## config.mk

```make
export PLATFORM = sky130hd
export DESIGN_NAME = codec_cmd_slots
export DESIGN_NICKNAME = d
export VERILOG_FILES = /design/src/rtl/codec_cmd_slots.sv
export SDC_FILE = /design/constraint.sdc
export NUM_CORES = 1
export LEC_CHECK = 0
export ABC_AREA = 1
export BUFFER_PORTS_ARGS = -buffer_cell sky130_fd_sc_hd__buf_4
export CORE_AREA = 2 2 105 107
export DETAILED_ROUTE_END_ITERATION = 8
export DIE_AREA = 0 0 107 109
export GPL_TIMING_DRIVEN = 0
export PLACE_DENSITY = 0.69
export RECOVER_POWER = 25
export SLEW_MARGIN = 30
export SYNTH_ARGS = -nofsm -noshare
export SYNTH_HDL_FRONTEND = slang
export SYNTH_SLANG_ARGS = --single-unit
```

## constraint.sdc

```tcl
create_clock -name clk -period 1.4 [get_ports clk]
set_clock_uncertainty 0.15 [all_clocks]
set_input_delay 0.28 -clock clk [delete_from_list [all_inputs] [get_ports clk]]
set_output_delay 0.28 -clock clk [all_outputs]
set_load 0.1 [all_outputs]
```

## src/rtl/codec_cmd_slots.sv

```systemverilog
module codec_cmd_slots #(
  parameter int SLOT_W   = 20,
  parameter int ADDR_W   = 7,
  parameter int DATA_W   = 16,
  parameter int RW_BIT   = 19,
  parameter int ADDR_LSB = 12,
  parameter int DATA_LSB = 4,
  parameter int FLAG_W   = 7
) (
  input  logic              clk,
  input  logic              rst_n,
  input  logic              reg_wr_en,
  input  logic              reg_rd_en,
  input  logic [2:0]        reg_addr,
  input  logic [SLOT_W-1:0] reg_wdata,
  output logic [SLOT_W-1:0] reg_rdata,
  output logic [ADDR_W-1:0] cdc_addr,
  output logic [DATA_W-1:0] cdc_wdata,
  output logic              cdc_we,
  input  logic [DATA_W-1:0] cdc_rdata,
  output logic [FLAG_W-1:0] slot_flags
);
  localparam logic [2:0] A_CMD = 3'd0, A_DAT = 3'd1, A_RX1 = 3'd2, A_RX2 = 3'd3, A_FLG = 3'd4;
  localparam logic [SLOT_W-1:0] RW_MASK = SLOT_W'(1) << RW_BIT;

  logic [SLOT_W-1:0] cmd_q, dat_q, rx1_q, rx2_q;
  logic cmd_empty, dat_empty, both_empty;
  logic rx1_busy, rx2_busy, rx1_valid, rx2_valid;
  logic issue_q;

  wire wr_cmd  = reg_wr_en && reg_addr == A_CMD;
  wire wr_dat  = reg_wr_en && reg_addr == A_DAT;
  wire rd_rx2  = reg_rd_en && reg_addr == A_RX2;
  wire is_read = cmd_q[RW_BIT];
  wire rd_done = issue_q && is_read;

  assign cdc_addr  = cmd_q[ADDR_LSB +: ADDR_W];
  assign cdc_wdata = dat_q[DATA_LSB +: DATA_W];
  assign cdc_we    = issue_q && !is_read;

  assign slot_flags = FLAG_W'({rx2_valid, rx1_valid, rx2_busy, rx1_busy,
                               both_empty, dat_empty, cmd_empty});

  always_comb begin
    case (reg_addr)
      A_CMD:   reg_rdata = cmd_q;
      A_DAT:   reg_rdata = dat_q;
      A_RX1:   reg_rdata = rx1_q;
      A_RX2:   reg_rdata = rx2_q;
      A_FLG:   reg_rdata = SLOT_W'(slot_flags);
      default: reg_rdata = '0;
    endcase
  end

  always_ff @(posedge clk) begin
    if (!rst_n) begin
      cmd_q <= '0; dat_q <= '0; rx1_q <= '0; rx2_q <= '0;
      cmd_empty <= 1'b1; dat_empty <= 1'b1; both_empty <= 1'b1;
      rx1_busy <= 1'b0; rx2_busy <= 1'b0;
      rx1_valid <= 1'b0; rx2_valid <= 1'b0;
      issue_q <= 1'b0;
    end else begin
      issue_q <= wr_cmd;
      if (issue_q) begin
        cmd_empty <= 1'b1; dat_empty <= 1'b1; both_empty <= 1'b1;
      end
      if (rd_done) begin
        rx1_q     <= cmd_q & ~RW_MASK;
        rx2_q     <= SLOT_W'(cdc_rdata) << DATA_LSB;
        rx1_busy  <= 1'b0; rx2_busy  <= 1'b0;
        rx1_valid <= 1'b1; rx2_valid <= 1'b1;
      end else if (rd_rx2) begin
        rx1_valid <= 1'b0; rx2_valid <= 1'b0;
      end
      if (wr_cmd) begin
        cmd_q      <= reg_wdata;
        cmd_empty  <= 1'b0;
        both_empty <= 1'b0;
        if (reg_wdata[RW_BIT]) begin
          rx1_busy <= 1'b1; rx2_busy <= 1'b1;
        end
      end
      if (wr_dat) begin
        dat_q      <= reg_wdata;
        dat_empty  <= 1'b0;
        both_empty <= 1'b0;
      end
    end
  end
endmodule

```

# == Word level (Yosys, flattened, before mapping) ==
# Index checks and enable logic that the tools add are counted.
# classes
n_eq_ne,4
mux,13
n_reduce_logical,11
# op_table
op,count
20-bit case mux with 5 select lines,1
1-bit 2-to-1 mux,12
"3-bit by 2-bit == test with 1-bit output, second input constant",2
2-bit nonzero test,3
1-bit logical AND,5
"3-bit by 1-bit == test with 1-bit output, second input constant",1
"3-bit == test, second input constant",1
3-bit zero test,1
3-bit nonzero test,1
1-bit zero test,1
# word_totals
reg_bits,82
out_inout_bits,51
wordCells,39

# == Longest topological paths before layout ==
# depth
word_depth,4
ltp_mapped,8
ltp_nobuf,7

# == Least setup slack after synthesis ==
# No wires, ideal clock.
# synth_path
path_type,register to output
startpoint,register issue_q
endpoint,output cdc_we
arrival_time_ps,1657
required_time_ps,970
setup_slack_ps,-687
stages_incl_launch_ff,3
n_path_buf,0
path_cell_list,dfxtp_1 > inv_1 > nor2_1
# synth_via
elab_chain_cells,1
# synth_lines
item,line_no,source
"start, declared",29,logic issue_q;
"start signal, assigned",63,issue_q <= wr_cmd;
1-bit logical AND,39,assign cdc_we = issue_q && !is_read;
"end, declared",19,"output logic cdc_we,"
# No other way between the ends.

# == Worst setup path in the final report ==
# layout_path
startpoint,input reg_addr[0]
endpoint,output reg_rdata[8]
# layout_via
elab_chain_cells,2
elab_cells_between_ends,6
cone_classes,eq/ne: 4; mux: 1; reduce/logical: 1
# layout_lines
item,line_no,source
"start, declared",14,"input logic [2:0] reg_addr,"
"3-bit == test, or another cell as far along",45,case (reg_addr)
20-bit case mux with 5 select lines (*),45,
"end, declared",16,"output logic [SLOT_W-1:0] reg_rdata,"
# Mark *: on every way between the ends. The rest lies on a longest branch, timed or not.

==> flow_summary.toml <==
[synth]
yosys_most_used_dff = "dfxtp_1"
yosysWarnings = 0
postSynthAreaPerCell_um2 = 6.66
syn-instance-count = 622
synth_nets = 665
synth_top_area_share_pct = 39.6
synth-seq-cells = 82
synth.most_common_cell = "nor2_1"
ys_types = 23
yosysTopAreaCell = "dfxtp_1"
async_reset_ff_share_pct = 0
synth_area_leaders = "dfxtp_1 (40%), nor2_1 (12%), nand2_1 (8.7%)"
syn_area_um2 = 4140
ys_top_cells_by_count = "nor2_1 (130), nand2_1 (96), inv_1 (86)"
synth-edff-count = 0
synth.yosys.seq_area_share_pct = 39.6

[worst_setup_path]
slowest_delay_ps = 190
r2r_slack_ps = 90
worst-path-buf-inv = 4
path_max_fanout = 6
arrival_ps = 1310
path_cells = "buf_12 -> inv_2 -> nor2_4 -> nand2_4 -> clkbuf_16 -> nor2_2 -> nor2_2 -> nand2_8 -> buf_12"
crit_type = "primary input to primary output"
critPathTopFamily = "simple AND/OR/NAND/NOR gates"
crit_slowest_cell = "clkbuf_16"
cp.required_ps = 970
critPathLaunchType = "primary input"
crit_path_end_kind = "primary output"

[clock_network]
cts_tree = "done"
cts_sinks = 82
clock_path_buffers = 2
clk_pin_slew_ps = 90
cts_root_buf = "clkbuf_8"
clock_latency_ps = 360
cts.htree.levels = 3
cts_made_buffers = 9

[sta]
min_period_ps = 1740
slew_viol_final = 0
fmax_mhz = 573
hold_slack_ps = 5.20
setup_viol_count_final = 32
slew-limit-headroom_pct = 63.5
fin_ws_ps = -345
final_hold_viol_count = 0
finalCritPeriodShare_pct = 125
worst_slew_pin_slew_ps = 548
rsz0062_at_grt = "yes"

[finish]
drive_gt1_share_pct = 41.8
final_nets = 794
seqCellArea_um2 = 1690
multi_input_area_um2 = 2220
diodes = 0
num-fill-cells = 877
area_delta_synth_final_pct = 65.0
fin_area_um2 = 6840

[job]
cap_violations = 0

[status]
status = "finished with violations"
violations = "setup timing"

[grt]
met2_usage_pct = 40.5
antenna_found_initial = 0
grt_use_total_pct = 23.3
grtUsageMet3_pct = 3.17
grt_max_degree = 13
grt-busiest-layer = "met2"
grt_overflow_total = 0
grt_pass1_wl_mm = 21.1
met1_usage_pct = 29.4
grt_pass1_vias = 4345

[routing]
antenna_left = 0
wl_per_cell_um = 15.1
drt-vias-per-instance = 4.91
first_pass_iters = 5
vias = 4391
drt-total-wl_mm = 13.5
drc = 0
drt_iter0_markers = 310

[power_and_ir_drop]
clockPowerShare_pct = 31.8
power_density_nw_per_um2 = 763
internal_power_mw = 3.65
combPwrFrac_pct = 22.0
p_leak_nw = 3.01
switchingPower_mw = 1.57
ir_drop_mv = 0.455
p_sw_share_pct = 30.2
power.total_mw = 5.22
seqPwrFrac_pct = 46.2

[die]
die_x_um = 107
ios = 94
design.core.area_um2 = 10600
dieArea_um2 = 11700
num_rows = 38
initial_core_util_pct = 39.1
die_y_um = 109

[place]
dp_hpwl_mm = 9.04
preCtsSetupSlack_ps = -577
gp_congestion = 0.892
dpl_cell_area_um2 = 5360
port_buffers = 88

[worst_hold_path]
hp-class = "primary input to register"
[layer usage]
layer,wire length [µm],up-vias
li1,-,2158
met4,357,0
met2,6790,156
met1,5590,2046
met3,767,31
met5,0,-
[through the flow]
| stage | std cells | utilization, % | setup TNS [ps] |
|---|---|---|---|
| finish | 894 | 64.5 | -6530 |
| floorplan | 622 | - | -5310 |
| global route | 894 | 64.5 | -8040 |
| CTS | 882 | 62.4 | -5790 |
| detailed placement | 850 | 50.5 | -11190 |
| global placement | 850 | 50.5 | -10370 |
[flip-flops by register name, indices dropped and copies added, names as in the netlist]
signal	cells
both_empty	1
cmd_empty	1
cmd_q	20
dat_empty	1
dat_q	20
issue_q	1
rx1_busy	1
rx1_q	19
rx2_busy	1
rx2_q	16
rx2_valid	1
[worst min-delay path, stage by stage]
cell	delay, ps
buf_4	90
nor2_1	40
nor2_1	80
[area by class of cell]
cell class,count,share of cell area (%)
multi-input cells,382,32.4
repair buffers,141,26.8
flip-flops and latches,82,24.6
plain buffers,46,5.89
inverters,89,5.14
well taps,140,2.56
clock buffers,11,1.92
clock inverters,3,0.622
[kinds of logic after synthesis]
group	count (synthesis)	synth area share, %
DFF	82	39.6
buffers and inverters	158	19.1
AOI/OAI and AO/OA	84	10.1
and+or+nand+nor	298	31.2
[power by group through the flow]
stage	clock network (mW)	logic, mW	registers (mW)
CTS	1.67	1.09	2.41
floorplan	0	0.649	2.45
detailed placement	0	0.891	2.46
finish	1.66	1.15	2.41
global route	1.76	1.21	2.42
global placement	0	0.884	2.46
[repair_timing]
item	4_1_cts	5_1_grt
gates resized for setup	267	50
endpoints found under the hold margin	2	0
buffers inserted	34	23
setup endpoints to repair	82	79
gates cloned	0	2
pin swaps	28	16
hold buffers	2	0
[cells in the final DEF, fill, tap and decap left out, types with 3 or more instances in the layout]
cell type / n
nor2_1: 98
nand2_1: 75
inv_1: 67
buf_4: 65
buf_12: 53
dfxtp_1: 51
buf_6: 39
o21ai_0: 36
a21oi_1: 36
nand4_1: 30
dfxtp_2: 29
nand3_1: 27
nor2_2: 20
inv_2: 17
nor2_4: 14
nand2_8: 14
clkbuf_1: 11
clkbuf_8: 10
o21ai_2: 7
nand3_2: 6
nand2_4: 6
buf_8: 5
clkbuf_2: 4
inv_4: 3
nand2_2: 3
o21ai_1: 3
buf_2: 3
buf_1: 3
[worst paths after layout]
| kind | cells after the start | startpoint | end |
|---|---|---|---|
| worst min-delay path | 3 | reg_wdata[18] | cmd_q[18]$_SDFFE_PN0P_ |
| worst max-delay path | 9 | reg_addr[0] | reg_rdata[8] |
| worst max register to register | 5 | issue_q$_SDFF_PN0_ | rx1_q[15]$_SDFFE_PN0P_ |
| worst min register to register | 2 | rx2_q[11]$_SDFFE_PN0P_ | rx2_q[11]$_SDFFE_PN0P_ |
Note: power is estimated with default switching activity, not from simulation.
